--- config.mk ---
export PLATFORM = sky130hd
export DESIGN_NAME = mc_timer
export DESIGN_NICKNAME = d
export VERILOG_FILES = /design/src/rtl/mc_timer_pkg.sv /design/src/rtl/mc_pin_pick.sv /design/src/rtl/mc_sync_edge.sv /design/src/rtl/mc_timer.sv
export SDC_FILE = /design/constraint.sdc
export NUM_CORES = 1
export LEC_CHECK = 0
export BUFFER_PORTS_ARGS = -buffer_cell sky130_fd_sc_hd__buf_2
export CORE_MARGIN = 3
export CORE_UTILIZATION = 45
export CTS_BUF_LIST = sky130_fd_sc_hd__clkbuf_2 sky130_fd_sc_hd__clkbuf_4 sky130_fd_sc_hd__clkbuf_8
export CTS_CLUSTER_DIAMETER = 60
export DETAILED_ROUTE_END_ITERATION = 8
export MAX_ROUTING_LAYER = met4
export PLACE_DENSITY = 0.64
export SETUP_SLACK_MARGIN = 0.05
export SYNTH_ARGS = -nofsm -noshare
export SYNTH_HDL_FRONTEND = slang
export SYNTH_HIERARCHICAL = 1
export SYNTH_SLANG_ARGS = --single-unit
--- constraint.sdc ---
create_clock -name clk -period 2.75 [get_ports clk]
set_clock_uncertainty 0.1 [all_clocks]
set_input_delay 0.55 -clock clk [delete_from_list [all_inputs] [get_ports clk]]
set_output_delay 0.55 -clock clk [all_outputs]
set_load 0.05 [all_outputs]
--- src/rtl/mc_timer_pkg.sv ---
package mc_timer_pkg;
    typedef enum logic [1:0] {
        ACT_KEEP   = 2'b00,
        ACT_LOW    = 2'b01,
        ACT_HIGH   = 2'b10,
        ACT_TOGGLE = 2'b11
    } mat_act_e;

    localparam int A_CTRL   = 0;
    localparam int A_FLAGS  = 1;
    localparam int A_COUNT  = 2;
    localparam int A_MCTL   = 3;
    localparam int A_CCTL   = 4;
    localparam int A_PINEN  = 5;
    localparam int A_MATCH0 = 6;

    localparam int MFW = 5; // ien, restart, halt, action[1:0]
    localparam int CFW = 3; // edge[1:0], ien
endpackage

--- src/rtl/mc_pin_pick.sv ---
module mc_pin_pick #(
    parameter int NCH = 4,
    parameter int NP  = 2
) (
    input  logic [NCH*NP-1:0] pins,
    input  logic [NCH*NP-1:0] en,
    output logic [NCH-1:0]    sel
);
    for (genvar c = 0; c < NCH; c++) begin : g_ch
        logic pick;
        always_comb begin
            pick = 1'b0;
            for (int p = NP - 1; p >= 0; p--) begin
                if (en[c*NP+p]) pick = pins[c*NP+p];
            end
        end
        assign sel[c] = pick;
    end
endmodule

--- src/rtl/mc_sync_edge.sv ---
module mc_sync_edge #(
    parameter int W = 4
) (
    input  logic         clk,
    input  logic         rst_n,
    input  logic [W-1:0] din,
    output logic [W-1:0] rise,
    output logic [W-1:0] fall
);
    logic [W-1:0] s1_q, s2_q, s3_q;
    logic [W-1:0] s1_d, s2_d, s3_d;

    always_comb begin
        s1_d = din;
        s2_d = s1_q;
        s3_d = s2_q;
    end

    always_ff @(posedge clk or negedge rst_n) begin
        if (!rst_n) begin
            s1_q <= '0;
            s2_q <= '0;
            s3_q <= '0;
        end else begin
            s1_q <= s1_d;
            s2_q <= s2_d;
            s3_q <= s3_d;
        end
    end

    assign rise = s2_q & ~s3_q;
    assign fall = ~s2_q & s3_q;
endmodule

--- src/rtl/mc_timer.sv ---
module mc_timer
    import mc_timer_pkg::*;
#(
    parameter int CW    = 32,
    parameter int NMAT  = 4,
    parameter int NCAP  = 4,
    parameter int NCPIN = 2,
    parameter int NMPIN = 2,
    parameter int AW    = 4
) (
    input  logic                   clk,
    input  logic                   rst_n,
    input  logic                   wr_en,
    input  logic [AW-1:0]          wr_addr,
    input  logic [CW-1:0]          wr_data,
    input  logic [AW-1:0]          rd_addr,
    output logic [CW-1:0]          rd_data,
    input  logic [NCAP*NCPIN-1:0]  cap_pin,
    output logic [NMAT*NMPIN-1:0]  mat_pin,
    output logic                   irq
);
    localparam int CSW    = (NCAP > 1) ? $clog2(NCAP) : 1;
    localparam int NF     = NMAT + NCAP;
    localparam int CPW    = NCAP * NCPIN;
    localparam int PEW    = CPW + NMAT * NMPIN;
    localparam int A_CAP0 = A_MATCH0 + NMAT;

    typedef struct packed {
        logic [CW-1:0]            cnt;
        logic                     en;
        logic                     crst;
        logic                     mode;
        logic [CSW-1:0]           csel;
        logic [1:0]               cedge;
        logic [NMAT*MFW-1:0]      mctl;
        logic [NCAP*CFW-1:0]      cctl;
        logic [PEW-1:0]           pinen;
        logic [NMAT-1:0][CW-1:0]  mval;
        logic [NCAP-1:0][CW-1:0]  cap;
        logic [NF-1:0]            flags;
        logic [NMAT-1:0]          mstate;
    } st_t;

    st_t st_q, st_d;

    logic [NCAP-1:0] cap_sel, rise, fall, cev, cien;
    logic [NMAT-1:0] hit, mien, mrst, mstop;
    logic [NMAT-1:0][1:0] mact;
    logic cnt_ev, tick;

    mc_pin_pick #(.NCH(NCAP), .NP(NCPIN)) u_pick (
        .pins (cap_pin),
        .en   (st_q.pinen[CPW-1:0]),
        .sel  (cap_sel)
    );

    mc_sync_edge #(.W(NCAP)) u_edge (
        .clk   (clk),
        .rst_n (rst_n),
        .din   (cap_sel),
        .rise  (rise),
        .fall  (fall)
    );

    always_comb begin
        cnt_ev = (rise[st_q.csel] & st_q.cedge[0]) | (fall[st_q.csel] & st_q.cedge[1]);
        tick   = st_q.en & ~st_q.crst & (~st_q.mode | cnt_ev);
    end

    always_comb begin
        for (int i = 0; i < NMAT; i++) begin
            mien[i]  = st_q.mctl[i*MFW];
            mrst[i]  = st_q.mctl[i*MFW+1];
            mstop[i] = st_q.mctl[i*MFW+2];
            mact[i]  = st_q.mctl[i*MFW+3 +: 2];
            hit[i]   = tick && (st_q.cnt == st_q.mval[i]);
        end
        for (int c = 0; c < NCAP; c++) begin
            cien[c] = st_q.cctl[c*CFW+2];
            cev[c]  = (rise[c] & st_q.cctl[c*CFW]) | (fall[c] & st_q.cctl[c*CFW+1]);
        end
    end

    always_comb begin
        st_d = st_q;
        if (wr_en) begin
            if (wr_addr == AW'(A_CTRL)) begin
                st_d.en    = wr_data[0];
                st_d.crst  = wr_data[1];
                st_d.mode  = wr_data[2];
                st_d.csel  = wr_data[3 +: CSW];
                st_d.cedge = wr_data[3+CSW +: 2];
            end
            if (wr_addr == AW'(A_FLAGS)) st_d.flags = st_q.flags & ~wr_data[NF-1:0];
            if (wr_addr == AW'(A_MCTL))  st_d.mctl  = wr_data[NMAT*MFW-1:0];
            if (wr_addr == AW'(A_CCTL))  st_d.cctl  = wr_data[NCAP*CFW-1:0];
            if (wr_addr == AW'(A_PINEN)) st_d.pinen = wr_data[PEW-1:0];
            for (int i = 0; i < NMAT; i++) begin
                if (wr_addr == AW'(A_MATCH0 + i)) st_d.mval[i] = wr_data;
            end
        end

        if (st_q.crst) begin
            st_d.cnt = '0;
        end else if (tick) begin
            if (|(hit & mrst))       st_d.cnt = '0;
            else if (|(hit & mstop)) st_d.cnt = st_q.cnt;
            else                     st_d.cnt = st_q.cnt + CW'(1);
        end
        if (|(hit & mstop)) st_d.en = 1'b0;

        for (int i = 0; i < NMAT; i++) begin
            if (hit[i]) begin
                case (mact[i])
                    ACT_LOW:    st_d.mstate[i] = 1'b0;
                    ACT_HIGH:   st_d.mstate[i] = 1'b1;
                    ACT_TOGGLE: st_d.mstate[i] = ~st_q.mstate[i];
                    default:    st_d.mstate[i] = st_q.mstate[i];
                endcase
            end
        end

        for (int c = 0; c < NCAP; c++) begin
            if (cev[c]) st_d.cap[c] = st_q.cnt;
        end
        st_d.flags = st_d.flags | {cev, hit};
    end

    always_ff @(posedge clk or negedge rst_n) begin
        if (!rst_n) st_q <= '0;
        else        st_q <= st_d;
    end

    always_comb begin
        rd_data = '0;
        if (rd_addr == AW'(A_CTRL))
            rd_data = CW'({st_q.cedge, st_q.csel, st_q.mode, st_q.crst, st_q.en});
        if (rd_addr == AW'(A_FLAGS)) rd_data = CW'(st_q.flags);
        if (rd_addr == AW'(A_COUNT)) rd_data = st_q.cnt;
        if (rd_addr == AW'(A_MCTL))  rd_data = CW'(st_q.mctl);
        if (rd_addr == AW'(A_CCTL))  rd_data = CW'(st_q.cctl);
        if (rd_addr == AW'(A_PINEN)) rd_data = CW'(st_q.pinen);
        for (int i = 0; i < NMAT; i++) begin
            if (rd_addr == AW'(A_MATCH0 + i)) rd_data = st_q.mval[i];
        end
        for (int c = 0; c < NCAP; c++) begin
            if (rd_addr == AW'(A_CAP0 + c)) rd_data = st_q.cap[c];
        end
    end

    for (genvar m = 0; m < NMAT; m++) begin : g_mat
        for (genvar p = 0; p < NMPIN; p++) begin : g_pin
            assign mat_pin[m*NMPIN+p] = st_q.mstate[m] & st_q.pinen[CPW + m*NMPIN + p];
        end
    end

    assign irq = |(st_q.flags & {cien, mien});
endmodule


; Word-level counts from Yosys, hierarchy flattened
; Cells that the tools add are included.
[totals]
latchBits = 0
output_inout_bits = 41
romBits = 0
memories = 0
ramBits = 0
regBits = 367
[classes]
n_mul = 0
div = 0
magnitude_cmp = 1
bitwise_logic = 42
n_shift = 0
reduce_logical = 30
add_sub_neg = 1
eq_ne = 38
mux = 46
[op_table]
columns = operator, n
row1 = 2-to-1 mux 32 bit, 21
row2 = 2-to-1 mux 183 bit, 1
row3 = equality test 32 bit, 4
row4 = "adder 32 x 1 -> 32 bit, second input constant", 1
row5 = "equality test 4 x 3 -> 1 bit, second input constant", 8
row6 = "equality test 4 bit, second input constant", 8
row7 = AND reduction 2 bit, 14
row8 = bitwise AND 1 bit, 20
row9 = 2-to-1 mux 20 bit, 1
row10 = bitwise AND 4 bit, 4
row11 = bitwise AND 8 bit, 2
row12 = "equality test 2 bit, second input constant", 8
row13 = 2-to-1 mux 16 bit, 1
row14 = 2-to-1 mux 8 bit, 2
row15 = 2-to-1 mux 7 bit, 2
row16 = "equality test 4 x 2 -> 1 bit, second input constant", 3
row17 = 2-to-1 mux 12 bit, 1
row18 = one-hot mux 1 bit (3 select lines), 4
row19 = nonzero test 3 bit, 4
row20 = 2-to-1 mux 1 bit, 11
row21 = "equality test 2 x 1 -> 1 bit, second input constant", 4
row22 = "equality test 4 x 1 -> 1 bit, second input constant", 2
row23 = logical NOT 4 bit, 2
row24 = NOT 4 bit, 2
row25 = 11 further kinds, 28

; Depth between registers and ports, before layout
[logic_depth]
word_depth = 15
depth_mapped = 11
ltp_nobuf = 9

; By module
; The synthesis kept the hierarchy.
[modules_own_cells]
columns = module, seq_area_each_um2, area_per_inst_um2, cells_per_inst, n_inst
row1 = mc_timer, 8883.5, 18321.3, 1623, 1
row2 = mc_sync_edge, 300.3, 370.4, 20, 1
row3 = mc_pin_pick, 0.0, 80.1, 16, 1

; Least setup slack after synthesis
; Ideal clock, no wire load.
[synth_path]
path_type = input to output
startpoint = input rd_addr[1]
endpoint = output rd_data[30]
t_required_ps = 2100
arrival_time_ps = 3057
stages = 8
setup_slack_ps = -957
path_cell_list = clkbuf_1 > nand2b_1 > nor3_1 > clkbuf_1 > a22oi_1 > a31oi_1 > a211oi_1 > o21ai_0
[synth_via]
elab_chain_cells = 13
word_cells_on_any_way = 24
[synth_lines]
columns = item, line
row1 = from (decl), mc_timer.sv:16  ; input logic [AW-1:0] rd_addr,
row2 = equality test 4 x 2 -> 1 bit, mc_timer.sv:139  ; if (rd_addr == AW'(A_COUNT)) rd_data = st_q.cnt;
row3 = 2-to-1 mux 32 bit, mc_timer.sv:139
row4 = 2-to-1 mux 32 bit, mc_timer.sv:140  ; if (rd_addr == AW'(A_MCTL)) rd_data = CW'(st_q.mctl);
row5 = 2-to-1 mux 32 bit, mc_timer.sv:141  ; if (rd_addr == AW'(A_CCTL)) rd_data = CW'(st_q.cctl);
row6 = 2-to-1 mux 32 bit, mc_timer.sv:142  ; if (rd_addr == AW'(A_PINEN)) rd_data = CW'(st_q.pinen);
row7 = 2-to-1 mux 32 bit (4 in series), mc_timer.sv:144  ; if (rd_addr == AW'(A_MATCH0 + i)) rd_data = st_q.mval[i];
row8 = 2-to-1 mux 32 bit (3 in series), mc_timer.sv:147  ; if (rd_addr == AW'(A_CAP0 + c)) rd_data = st_q.cap[c];
row9 = 2-to-1 mux 32 bit (*), mc_timer.sv:147
row10 = to (decl), mc_timer.sv:17  ; output logic [CW-1:0] rd_data,
; Every way passes the cells marked *; elsewhere a longest branch is shown, timed or not.

; Final worst setup path
[layout_path]
startpoint = register st_q[329] (netlist bit)
endpoint = output rd_data[6]
[layout_via]
elab_chain_cells = 12
[layout_lines]
columns = item, line
row1 = from (decl), mc_timer.sv:44  ; st_t st_q, st_d;
row2 = from (signal assigned), mc_timer.sv:131  ; else st_q <= st_d;
row3 = 2-to-1 mux 32 bit, mc_timer.sv:139
row4 = 2-to-1 mux 32 bit, mc_timer.sv:140
row5 = 2-to-1 mux 32 bit, mc_timer.sv:141
row6 = 2-to-1 mux 32 bit, mc_timer.sv:142
row7 = 2-to-1 mux 32 bit (4 in series), mc_timer.sv:144
row8 = 2-to-1 mux 32 bit (4 in series), mc_timer.sv:147
; Every way passes these cells.

==> flow_metrics.env <==
export IMPL_wl_per_cell_um=26.9
export IMPL_fin_hold_ws_ns=0.0338
export IMPL_grt_max_degree=65
export IMPL_drt_iter0_drc=1604
export IMPL_end_kind="output port"
export IMPL_synth_top_cell_by_area="dfrtp_1"
export IMPL_ys_types=69
export IMPL_period_minus_slack_ns=3.78
export IMPL_slew_viol_final=0
export IMPL_die_y_um=210
export IMPL_cts_buffers_inserted=69
export IMPL_critPathArrivalTime_ns=3.13
export IMPL_netlist_area_leader_share_pct=48.9
export IMPL_clockBufferDepth=3
export IMPL_synth_edf_count=0
export IMPL_irDropWorstVdd_v=0.000380
export IMPL_fp_dieW_um=210
export IMPL_portBuffers=91
export IMPL_cp_data_required_time_ns=2.10
export IMPL_synth_ff_type="dfrtp_1"
export IMPL_path_clk_slew_ns=0.08
export IMPL_synth_fp_nets=1711
export IMPL_tightest_slew_ns=0.677
export IMPL_ios=92
export IMPL_crit_chain="mux4_2, a211oi_4, nor2_1, a222oi_1, buf_4, o21ai_1, o21ai_1, nand2_2, buf_6"
export IMPL_ys_top_cells_by_area="dfrtp_1, mux2_2, xnor2_1, nand2_1, o21ai_0"
export IMPL_status="finished, violations left"
export IMPL_dieArea_um2=44200
export IMPL_wl_um=71800
export IMPL_power_density_nw_per_um2=663
export IMPL_cts_tree="done"
export IMPL_cp_start_kind="register"
export IMPL_async_flop_share_pct=100
export IMPL_fin_util_pct=64.3
export IMPL_grt_pass1_wl_um=106000
export IMPL_synth_yosys_warnings=6
export IMPL_timing_final_crit_share_pct=137
export IMPL_hold_path_class="in -> reg"
export IMPL_clk_latency_ns=0.64
export IMPL_syn_area_um2=18800
export IMPL_vias=16100
export IMPL_timing_fmax_mhz=265
export IMPL_grt_setup_unrepaired="true"
export IMPL_violations="negative setup slack"
export IMPL_stdcell_count=2672
export IMPL_setup_viol=64
export IMPL_start_util_pct=45.8
export IMPL_diodes=0
export IMPL_final_layout_size_suffix_gt1_share_pct=54.5
export IMPL_critPathSlowestCell="a222oi_1"
export IMPL_final_cell_mix="dfrtp_1, mux2_2, buf_4, nand2_1, buf_6"
export IMPL_final_fill_count=3122
export IMPL_gp_congestion=0.985
export IMPL_cp_max_fo=2
export IMPL_antenna_found_initial=0
export IMPL_globalRouteTotalUtil_pct=33.1
export IMPL_cpPeakStageDelay_ns=0.60
export IMPL_cp_top_family="compound AO/OA/AOI/OAI gates"
export IMPL_crit_type="reg -> out"
export IMPL_drt_vias_per_instance=6.04
export IMPL_drtPass1Iterations=5
export IMPL_ys_ff_latch=367
export IMPL_synthToLayoutAreaGrowth_pct=40.5
export IMPL_seq_area_frac_synth_pct=48.9
export IMPL_layout_commonest_cell="dfrtp_1"
export IMPL_multi_input_area_um2=10300
export IMPL_nets=2149
export IMPL_path_buf_inv=2
export IMPL_core_um2=41000
export IMPL_hold_viol_final=0
export IMPL_regArea_um2=9200
export IMPL_dp_hpwl_um=49200
export IMPL_syn_inst=1659
export IMPL_cts_sinks=367
export IMPL_worst_slack_ns=-1.03
export IMPL_cts_root_buf="clkbuf_8"
export IMPL_h_tree_depth=3
export IMPL_grt_pass1_vias=16500
export IMPL_leakage_uw=0.0116
export IMPL_fin_setup_tns_ns=-14.24
export IMPL_syn_avg_cell_area_um2=11.3
export IMPL_grt_overflow=0
export IMPL_dpl_cell_count=2455
export IMPL_path_common_cell="o21ai_1"
export IMPL_max_cap_violations=0
export IMPL_max_slew_margin_pct=54.9
export IMPL_drc=0
export IMPL_ant_nets=0
export IMPL_num_rows=74
-- cell families (layout without fill, tap and decap cells) --
kind of cell	after synthesis	count (layout)	synth area share, %
muxes	315	315	19.4
and+or+nand+nor	399	399	10.9
buffers and inverters	144	625	3.97
adders and majority gates	1	1	0.0666
xor gates and xnor gates	131	131	6.11
DFF	367	367	48.9
AOI/OAI and AO/OA	302	302	10.7
-- path summary, 6_finish.rpt --
| kind | start | end | slack, ns | cells past startpoint |
|---|---|---|---|---|
| setup / recovery | st_q[329] | rd_data[6] | -1.03 | 9 |
| hold / removal | cap_pin[6] | u_edge/s1_q[3] | 0.03 | 3 |
| setup reg to reg | st_q[328] | st_q[338] | -0.36 | 13 |
| hold reg to reg | u_edge/s1_q[2] | u_edge/s2_q[2] | 0.25 | 0 |
| max in group asynchronous | rst_n | st_q[94] | 1.33 | 3 |
| min in group asynchronous | rst_n | u_edge/s1_q[1] | 0.40 | 2 |
-- registers in the layout (all words and copies together) (netlist names) --
signal / flops
u_edge/s2_q: 4
mstop: 4
mien: 4
mact: 8
mrst: 4
st_q: 331
u_edge/s1_q: 4
cien: 4
u_edge/s3_q: 4
-- through the flow --
| step | area [um2] | setup slack [ns] | total power, uW |
|---|---|---|---|
| 3_5_place_dp | 22200 | -0.786 | 11100 |
| 6_report | 26400 | -1.03 | 17500 |
| 3_3_place_gp | 22200 | -0.786 | 11100 |
| 5_1_grt | 26400 | -1.07 | 18100 |
| 4_1_cts | 25500 | -0.967 | 17200 |
| 2_1_floorplan | 19000 | -0.0459 | 9090 |
-- power breakdown --
group	internal [uW]	switching, uW
Combinational	2430	2480
Sequential	6170	843
Clock	3190	2370
Total	11800	5700
-- layer usage --
metal / global-route usage [%] / vias to the layer above / routed length (um)
met1: 42.9 / 8250 / 29500
met4: 13.6 / 0 / 3390
li1: - / 6919 / -
met3: 7.41 / 194 / 5920
met2: 50.6 / 766 / 33000
met5: - / - / 0
-- Yosys cell counts, types with 12 or more instances --
cell and number:
nand4_1 51, nand3_1 37, nand2b_1 12, a22oi_1 49, dfrtp_1 367, o22ai_1 12
buf_4 18, nor2_1 57, nand2_1 158, buf_6 12, mux2_2 285, or3_1 12
xnor2_1 128, inv_1 13, o21ai_0 82, mux2i_1 19, buf_2 20, clkbuf_1 67
a222oi_1 14, a21oi_1 49, a31oi_1 21
-- what timing repair did --
| action | CTS | global route |
|---|---|---|
| endpoints found under the setup margin | 65 | 65 |
| gates resized for setup | 342 | 116 |
| hold buffers | 1 | 0 |
| setup buffers | 68 | 38 |
| cloned | 3 | 1 |
| pin swaps | 134 | 91 |
| hold endpoints to repair | 49 | 0 |
-- tightest hold or removal path, cell delays in order --
cell and delay (ns):
buf_2 0.07, nand2_1 0.04, o21ai_1 0.06
-- area by class of cell --
class	instances	share of cell area [%]
Inverter	15	0.266
Clock buffer	105	4.96
Sequential cell	367	34.9
Timing Repair Buffer	496	17.9
Clock inverter	9	0.384
Tap cell	532	2.52
Multi-Input combinational cell	1148	39.0
Power figures use the tool's default switching activity.
